$ cat src/rtl/vpc_pkg.sv
package vpc_pkg;
  localparam int FMT_W = 2;

  typedef enum logic [FMT_W-1:0] {
    FMT_YC16  = 2'd0,
    FMT_RGB16 = 2'd1,
    FMT_RGB24 = 2'd2,
    FMT_ALT24 = 2'd3
  } fmt_e;
endpackage

$ cat src/rtl/vpc_rst_sync.sv
module vpc_rst_sync #(
  parameter int STAGES = 2
) (
  input  logic clk,
  input  logic rst_n_in,
  output logic rst_n_out
);
  logic [STAGES-1:0] sync_q;
  logic [STAGES-1:0] sync_d;

  always_comb begin
    sync_d = {sync_q[STAGES-2:0], 1'b1};
  end

  always_ff @(posedge clk or negedge rst_n_in) begin
    if (!rst_n_in) sync_q <= '0;
    else           sync_q <= sync_d;
  end

  assign rst_n_out = sync_q[STAGES-1];
endmodule

$ cat src/rtl/vpc_capture.sv
module vpc_capture
  import vpc_pkg::*;
#(
  parameter int CH_W   = 8,
  parameter int OVL_W  = 3,
  parameter int MODE_W = 2,
  localparam int PIX_W = 3 * CH_W
) (
  input  logic              clk,
  input  logic              rst_n,
  input  logic [FMT_W-1:0]  fmt_sel,
  input  logic [PIX_W-1:0]  pix_in,
  input  logic [OVL_W-1:0]  ovl_in,
  input  logic [MODE_W-1:0] mode_in,
  input  logic              blank_in,
  input  logic              hs_in,
  input  logic              vs_in,
  output logic [PIX_W-1:0]  s1_pix,
  output logic [OVL_W-1:0]  s1_ovl,
  output logic [MODE_W-1:0] s1_mode,
  output logic              s1_blank,
  output logic              s1_hs,
  output logic              s1_vs,
  output logic              s1_odd,
  output fmt_e              s1_fmt
);
  fmt_e fmt_q, fmt_d;
  logic fmt_en;
  logic ph_q, ph_d;
  logic s1_odd_d;

  // Format latches only during blanking; phase restarts at even on blank.
  always_comb begin
    fmt_en   = blank_in;
    fmt_d    = fmt_e'(fmt_sel);
    s1_odd_d = !blank_in && ph_q;
    ph_d     = !blank_in && !ph_q;
  end

  always_ff @(posedge clk or negedge rst_n) begin
    if (!rst_n) begin
      fmt_q <= FMT_YC16;
    end else if (fmt_en) begin
      fmt_q <= fmt_d;
    end
  end

  always_ff @(posedge clk or negedge rst_n) begin
    if (!rst_n) begin
      ph_q     <= 1'b0;
      s1_pix   <= '0;
      s1_ovl   <= '0;
      s1_mode  <= '0;
      s1_blank <= 1'b1;
      s1_hs    <= 1'b0;
      s1_vs    <= 1'b0;
      s1_odd   <= 1'b0;
      s1_fmt   <= FMT_YC16;
    end else begin
      ph_q     <= ph_d;
      s1_pix   <= pix_in;
      s1_ovl   <= ovl_in;
      s1_mode  <= mode_in;
      s1_blank <= blank_in;
      s1_hs    <= hs_in;
      s1_vs    <= vs_in;
      s1_odd   <= s1_odd_d;
      s1_fmt   <= fmt_q;
    end
  end
endmodule

$ cat src/rtl/vpc_pair.sv
module vpc_pair
  import vpc_pkg::*;
#(
  parameter int CH_W   = 8,
  parameter int OVL_W  = 3,
  parameter int MODE_W = 2,
  localparam int PIX_W = 3 * CH_W,
  localparam int R_W   = 5,
  localparam int G_W   = 6,
  localparam int B_W   = 5,
  localparam int B_LO  = 0,
  localparam int G_LO  = B_W,
  localparam int R_LO  = B_W + G_W,
  localparam logic [CH_W-1:0] NEUTRAL = CH_W'(1) << (CH_W - 1)
) (
  input  logic              clk,
  input  logic              rst_n,
  input  logic [PIX_W-1:0]  s1_pix,
  input  logic [OVL_W-1:0]  s1_ovl,
  input  logic [MODE_W-1:0] s1_mode,
  input  logic              s1_blank,
  input  logic              s1_hs,
  input  logic              s1_vs,
  input  logic              s1_odd,
  input  fmt_e              s1_fmt,
  output logic [PIX_W-1:0]  out_pix,
  output logic [OVL_W-1:0]  out_ovl,
  output logic [MODE_W-1:0] out_mode,
  output logic              out_blank,
  output logic              out_hs,
  output logic              out_vs,
  output logic              out_valid
);
  logic [PIX_W-1:0]  s2_pix;
  logic [OVL_W-1:0]  s2_ovl;
  logic [MODE_W-1:0] s2_mode;
  logic              s2_blank, s2_hs, s2_vs, s2_odd;
  fmt_e              s2_fmt;
  logic [CH_W-1:0]   prev_c;
  logic [PIX_W-1:0]  pix_d;
  logic [CH_W-1:0]   luma, own_c, cb, cr;

  function automatic logic [CH_W-1:0] widen(input logic [5:0] v, input int n);
    logic [CH_W-1:0] r;
    for (int i = 0; i < CH_W; i++) r[CH_W-1-i] = v[n-1-(i%n)];
    return r;
  endfunction

  always_comb begin
    luma  = s2_pix[2*CH_W-1:CH_W];
    own_c = s2_pix[CH_W-1:0];
    if (s2_odd) begin
      cb = prev_c;
      cr = own_c;
    end else begin
      cb = own_c;
      cr = s1_odd ? s1_pix[CH_W-1:0] : NEUTRAL;
    end
    case (s2_fmt)
      FMT_YC16:  pix_d = {luma, cb, cr};
      FMT_RGB16: pix_d = {widen(6'(s2_pix[R_LO +: R_W]), R_W),
                          widen(6'(s2_pix[G_LO +: G_W]), G_W),
                          widen(6'(s2_pix[B_LO +: B_W]), B_W)};
      default:   pix_d = s2_pix;
    endcase
    if (s2_blank) pix_d = '0;
  end

  always_ff @(posedge clk or negedge rst_n) begin
    if (!rst_n) begin
      s2_pix   <= '0;
      s2_ovl   <= '0;
      s2_mode  <= '0;
      s2_blank <= 1'b1;
      s2_hs    <= 1'b0;
      s2_vs    <= 1'b0;
      s2_odd   <= 1'b0;
      s2_fmt   <= FMT_YC16;
      prev_c   <= '0;
    end else begin
      s2_pix   <= s1_pix;
      s2_ovl   <= s1_ovl;
      s2_mode  <= s1_mode;
      s2_blank <= s1_blank;
      s2_hs    <= s1_hs;
      s2_vs    <= s1_vs;
      s2_odd   <= s1_odd;
      s2_fmt   <= s1_fmt;
      prev_c   <= own_c;
    end
  end

  always_ff @(posedge clk or negedge rst_n) begin
    if (!rst_n) begin
      out_pix   <= '0;
      out_ovl   <= '0;
      out_mode  <= '0;
      out_blank <= 1'b1;
      out_hs    <= 1'b0;
      out_vs    <= 1'b0;
      out_valid <= 1'b0;
    end else begin
      out_pix   <= pix_d;
      out_ovl   <= s2_ovl;
      out_mode  <= s2_mode;
      out_blank <= s2_blank;
      out_hs    <= s2_hs;
      out_vs    <= s2_vs;
      out_valid <= !s2_blank;
    end
  end
endmodule

$ cat src/rtl/vpc_half_clk.sv
module vpc_half_clk (
  input  logic clk,
  input  logic rst_n,
  input  logic en,
  output logic clk_half
);
  logic half_d;

  always_comb begin
    half_d = en ? !clk_half : 1'b0;
  end

  always_ff @(posedge clk or negedge rst_n) begin
    if (!rst_n) clk_half <= 1'b0;
    else        clk_half <= half_d;
  end
endmodule

$ cat src/rtl/vid_pix_capture.sv
module vid_pix_capture
  import vpc_pkg::*;
#(
  parameter int CH_W   = 8,
  parameter int OVL_W  = 3,
  parameter int MODE_W = 2,
  localparam int PIX_W = 3 * CH_W
) (
  input  logic              clk2,
  input  logic              rst_n,
  input  logic [FMT_W-1:0]  fmt_sel,
  input  logic [PIX_W-1:0]  pix_in,
  input  logic [OVL_W-1:0]  ovl_in,
  input  logic [MODE_W-1:0] mode_in,
  input  logic              blank_in,
  input  logic              hs_in,
  input  logic              vs_in,
  input  logic              half_en,
  output logic [PIX_W-1:0]  pix_out,
  output logic [OVL_W-1:0]  ovl_out,
  output logic [MODE_W-1:0] mode_out,
  output logic              blank_out,
  output logic              hs_out,
  output logic              vs_out,
  output logic              valid_out,
  output logic              clk_half
);
  logic              rst_s_n;
  logic [PIX_W-1:0]  s1_pix;
  logic [OVL_W-1:0]  s1_ovl;
  logic [MODE_W-1:0] s1_mode;
  logic              s1_blank, s1_hs, s1_vs, s1_odd;
  fmt_e              s1_fmt;

  vpc_rst_sync #(.STAGES(2)) u_rst (
    .clk(clk2), .rst_n_in(rst_n), .rst_n_out(rst_s_n)
  );

  vpc_capture #(.CH_W(CH_W), .OVL_W(OVL_W), .MODE_W(MODE_W)) u_cap (
    .clk(clk2), .rst_n(rst_s_n), .fmt_sel(fmt_sel), .pix_in(pix_in),
    .ovl_in(ovl_in), .mode_in(mode_in), .blank_in(blank_in),
    .hs_in(hs_in), .vs_in(vs_in), .s1_pix(s1_pix), .s1_ovl(s1_ovl),
    .s1_mode(s1_mode), .s1_blank(s1_blank), .s1_hs(s1_hs),
    .s1_vs(s1_vs), .s1_odd(s1_odd), .s1_fmt(s1_fmt)
  );

  vpc_pair #(.CH_W(CH_W), .OVL_W(OVL_W), .MODE_W(MODE_W)) u_pair (
    .clk(clk2), .rst_n(rst_s_n), .s1_pix(s1_pix), .s1_ovl(s1_ovl),
    .s1_mode(s1_mode), .s1_blank(s1_blank), .s1_hs(s1_hs),
    .s1_vs(s1_vs), .s1_odd(s1_odd), .s1_fmt(s1_fmt),
    .out_pix(pix_out), .out_ovl(ovl_out), .out_mode(mode_out),
    .out_blank(blank_out), .out_hs(hs_out), .out_vs(vs_out),
    .out_valid(valid_out)
  );

  vpc_half_clk u_half (
    .clk(clk2), .rst_n(rst_s_n), .en(half_en), .clk_half(clk_half)
  );
endmodule

$ cat config.mk
export PLATFORM = sky130hd
export DESIGN_NAME = vid_pix_capture
export DESIGN_NICKNAME = d
export VERILOG_FILES = /design/src/rtl/vpc_pkg.sv /design/src/rtl/vpc_rst_sync.sv /design/src/rtl/vpc_capture.sv /design/src/rtl/vpc_pair.sv /design/src/rtl/vpc_half_clk.sv /design/src/rtl/vid_pix_capture.sv
export SDC_FILE = /design/constraint.sdc
export NUM_CORES = 1
export LEC_CHECK = 0
export BUFFER_PORTS_ARGS = -buffer_cell sky130_fd_sc_hd__buf_4
export CAP_MARGIN = 40
export CORE_ASPECT_RATIO = 0.75
export CORE_MARGIN = 5
export CORE_UTILIZATION = 40
export DETAILED_ROUTE_END_ITERATION = 6
export GPL_ROUTABILITY_DRIVEN = 1
export PLACE_DENSITY = 0.66
export SETUP_SLACK_MARGIN = 0.4
export SYNTH_ARGS = -nofsm -noshare
export SYNTH_HDL_FRONTEND = slang
export SYNTH_HIERARCHICAL = 1
export SYNTH_SLANG_ARGS = --single-unit
$ cat constraint.sdc
create_clock -name clk2 -period 8.85 [get_ports clk2]
set_input_delay 1.3275 -clock clk2 [delete_from_list [all_inputs] [get_ports clk2]]
set_output_delay 1.3275 -clock clk2 [all_outputs]
set_load 0.05 [all_outputs]
# ---- Word-level counts from Yosys, hierarchy flattened
# Index checks and enable logic that the tools add are counted.
dict set report word_totals {
  reg_bits 117
}
dict set report op_classes {
  n_eq_ne 1
  n_mux 6
  n_reduce_logical 7
}
# cell n
set op_table {}
lappend op_table {{$pmux W24 S2} 1}
lappend op_table {{$mux W24} 1}
lappend op_table {{$mux W8} 3}
lappend op_table {{$logic_not A1 Y1} 4}
lappend op_table {{$eq A2 B1 Y1 const B} 1}
lappend op_table {{$logic_and A1 B1 Y1} 2}
lappend op_table {{$logic_not A2 Y1} 1}
lappend op_table {{$mux W1} 1}

# ---- Logic depth before layout (Yosys ltp)
dict set report logic_depth {
  ltp_word 4
  mapped_depth 5
}

# ---- Cells and area by module
# The synthesis kept the hierarchy.
# module n_inst cells_per_inst area_per_inst_um2 seq_area_each_um2
set by_module_without_submodules {}
lappend by_module_without_submodules {vpc_pair 1 179 2548.7 1904.3}
lappend by_module_without_submodules {vpc_capture 1 42 987.2 952.2}
lappend by_module_without_submodules {vpc_rst_sync 1 3 53.8 50.0}
lappend by_module_without_submodules {vpc_half_clk 1 2 38.8 25.0}

# ---- Least setup slack after synthesis
# No wires, ideal clock.
dict set report synth_path {
  path_type {register to output}
  start {register u_pair.out_blank}
  end {output blank_out}
  arrival_time_ns 0.656
  required_ns 7.523
  slack_ns 6.867
  stages_incl_launch_ff 1
  n_path_buf 0
  cell_sequence {dfstp_2}
}
# element line
set synth_rtl {}
lappend synth_rtl {{start: declaration} vpc_pair.sv:29} ;# output logic out_blank,
lappend synth_rtl {{start signal: assignment} vpc_pair.sv:106} ;# out_blank <= s2_blank;
lappend synth_rtl {{end: declaration} vid_pix_capture.sv:22} ;# output logic blank_out,
# No word-level cell between the ends.

# ---- Final worst setup path
dict set report layout_path {
  start {register u_pair.out_blank}
  end {output blank_out}
}
# No word-level cell between the ends.

==> reports/metrics.cfg <==
[critical_path]
rrSetupSlack_ps = 6960
worst-endpoint-arrival_ps = 1090
critPathKind = flop to primary output
r2r-end = u_pair/out_pix[5]$_DFF_PN0_
start_kind = flop
max_stage_delay_ps = 510
rr_startpoint = u_pair/s2_odd$_DFF_PN0_
crit_family = flip-flops
worst_path_max_delay_cell = dfstp_2
crit_chain = buf_4
path_buf_inv = 1
crit_path_max_fanout = 1
crit_required_ps = 7520
cp-end-kind = primary output
rr_worst_depth = 3

[detailed_routing]
wire_per_inst_um = 15.2
via_per_inst = 4.72
drc = 0
drt-initial-drc-count = 160
firstDrtPassIters = 4
vias = 2044
ant_nets = 0
drt_wl_total_um = 6580

[synthesis]
synth_top_area_cell = dfrtp_1
synth_most_common_cell = dfrtp_1
postSynthAreaPerCell_sq_um = 16.1
synthArstFlopShare = 1.00
synth_area_sq_um = 3630
syn_inst = 226
yosys_warnings = 6
syn_nets = 263
synthFlopType = dfrtp_1
yosysTopAreaCellShare = 0.786
yosys-top-cells-count = 114 x dfrtp_1, 15 x nand2_1, 9 x o21ai_1
ys_ff_latch = 117
synth_edf_count = 0
post_synth_num_cell_types = 30
synth_area_leaders = dfrtp_1 79%, dfstp_2 2.2%, mux2i_1 1.9%, mux2_2 1.6%, nand2_1 1.6%
seq_area_frac_synth = 0.808

[sta]
setup_tns_ps = 0
hold_violations = 0
rsz0062_at_grt = no
slew_viol_final = 0
max_freq_mhz = 413
setup_viol = 0
slew_headroom = 0.507
clock_skew_ps = 11.7
finalCritPeriodShare = 0.273
period_needed_ps = 2420
worstMarginPinSlew_ps = 740

[finish]
finalNetCount = 345
diodes = 0
fin_cells = 433
utilization = 0.546
drive_above_1_share = 0.352
synthToLayoutAreaGrowth_pct = 34.5

[clock_network]
clock_latency_ps = 400
htreeDepth = 4
cts_setup_buffers = 0
clock_path_buffers = 2
cts-root-buf = clkbuf_16
cts_hold_buffers = 0
cts-resized-gates = 0
cts_tree = yes
clkSinkCount = 117
path_clk_slew_ps = 50
cts-buffers-inserted = 17

[floorplan]
core-area_sq_um = 8930
ios = 71
fp.dieW_um = 120
start_util = 0.406
die_area_sq_um = 11100
die_h_um = 92.5
rows = 30

[global_routing]
grt_pass1_wl_um = 11100
grt_pass1_vias = 2171
grt_max_degree = 47
grt_antenna_before_repair = 0
grt.total_usage = 0.133
gr-total-overflow = 0

[placed_design]
dp_cells = 401
hpwl_um = 4320
portBuffers = 70
gp_congestion = 0.763

[pwr]
ir_drop_uv = 146
powerDensity_nw_per_um2 = 287
leakage_nw = 2.31

[flow_run]
maxCapViolCount = 0

[run_status]
status = completed

[worst_hold_path]
hold_class = flop to asynchronous set/reset pin

[cell type report]
class,instances,area [sq um]
clock buffer,23,478
clock inverter,9,125
fill,746,4050
inverter,5,18.8
multi-input combinational,95,629
sequential,117,2940
tap,112,140
timing repair buffer,72,553
[cell usage in the layout, fill, tap and decap left out, drive strengths merged]
cell type and instances:
dfrtp 114, buf 72, clkbuf 23, nand2 15, o21ai 13, nor2 7
mux2i 7, a211oi 7, and2b 6, a221oi 6, mux2 5, nor3 5
clkinv 5, nor2b 5, a21oi 4, inv 4, o22ai 4, bufinv 3
dfstp 3, a221o 3, nand2b 3, clkinvlp 2, a32o 2, o211a 1
or2 1, conb 1
[how the worst max path moves through the flow]
stage                                     startpoint                    endpoint  slack, ps  cells after the start
after floorplan            u_rst/sync_q[1]$_DFF_PN0_  u_cap/fmt_q[0]$_DFFE_PN0P_       5350                      0
after global placement    u_pair/out_blank$_DFF_PN1_                   blank_out       6850                      1
after detailed placement  u_pair/out_blank$_DFF_PN1_                   blank_out       6840                      1
after CTS                 u_pair/out_blank$_DFF_PN1_                   blank_out       6410                      1
after global routing      u_pair/out_blank$_DFF_PN1_                   blank_out       6400                      1
final                     u_pair/out_blank$_DFF_PN1_                   blank_out       6430                      1
[state kept, by name, summed over array words and instances (netlist names), 2 cells and up]
register         cells
u_cap/s1_pix        24
u_pair/s2_fmt        2
u_pair/prev_c        8
u_pair/out_pix      24
u_cap/fmt_q          2
u_cap/s1_ovl         3
u_cap/s1_fmt         2
u_rst/sync_q         2
u_cap/s1_mode        2
u_pair/out_mode      2
u_pair/out_ovl       3
u_pair/s2_ovl        3
u_pair/s2_pix       24
u_pair/s2_mode       2
[per-stage QoR]
step / hold WS, ps / setup WS, ps / instance area, sq um / total power, mW
after floorplan: 331 / 5350 / 3630 / 0.679
after global placement: 305 / 6850 / 4260 / 0.726
after detailed placement: 316 / 6840 / 4280 / 0.729
after CTS: 318 / 6410 / 4880 / 1.42
after global routing: 348 / 6400 / 4880 / 1.46
final: 304 / 6430 / 4880 / 1.40
[worst register-to-register path: cells and delay by family (launching register included)]
family	cells	cell delay, ps
and+or+nand+nor	1	310
AOI/OAI and AO/OA	2	650
DFF	1	810
[per-layer routing]
layer,part of all wire,vias to the layer above,track usage
li1,-,943,-
met1,0.45,1038,0.172
met2,0.48,57,0.196
met3,0.067,6,0.0562
met4,0.0088,0,0.0572
met5,0,-,0
[where the power goes]
group | leakage [nW] | internal, mW | switching (mW) | total (mW)
Combinational | 0.620 | 0.0452 | 0.0788 | 0.124
Sequential | 1.39 | 0.570 | 0.0246 | 0.595
Clock | 0.293 | 0.463 | 0.218 | 0.681
Total | 2.31 | 1.08 | 0.321 | 1.40
[logic make-up (layout without fill, tap and decap cells)]
logic type,after synthesis,count (layout),share of synthesized area
multiplexers,12,12,0.0348
other,1,1,0.00103
buffers and inverters,14,109,0.0186
flip-flops,117,117,0.808
AND/OR/NAND/NOR,42,42,0.0600
AO/OA/AOI/OAI,40,40,0.0776
Power figures use the tool's default switching activity.
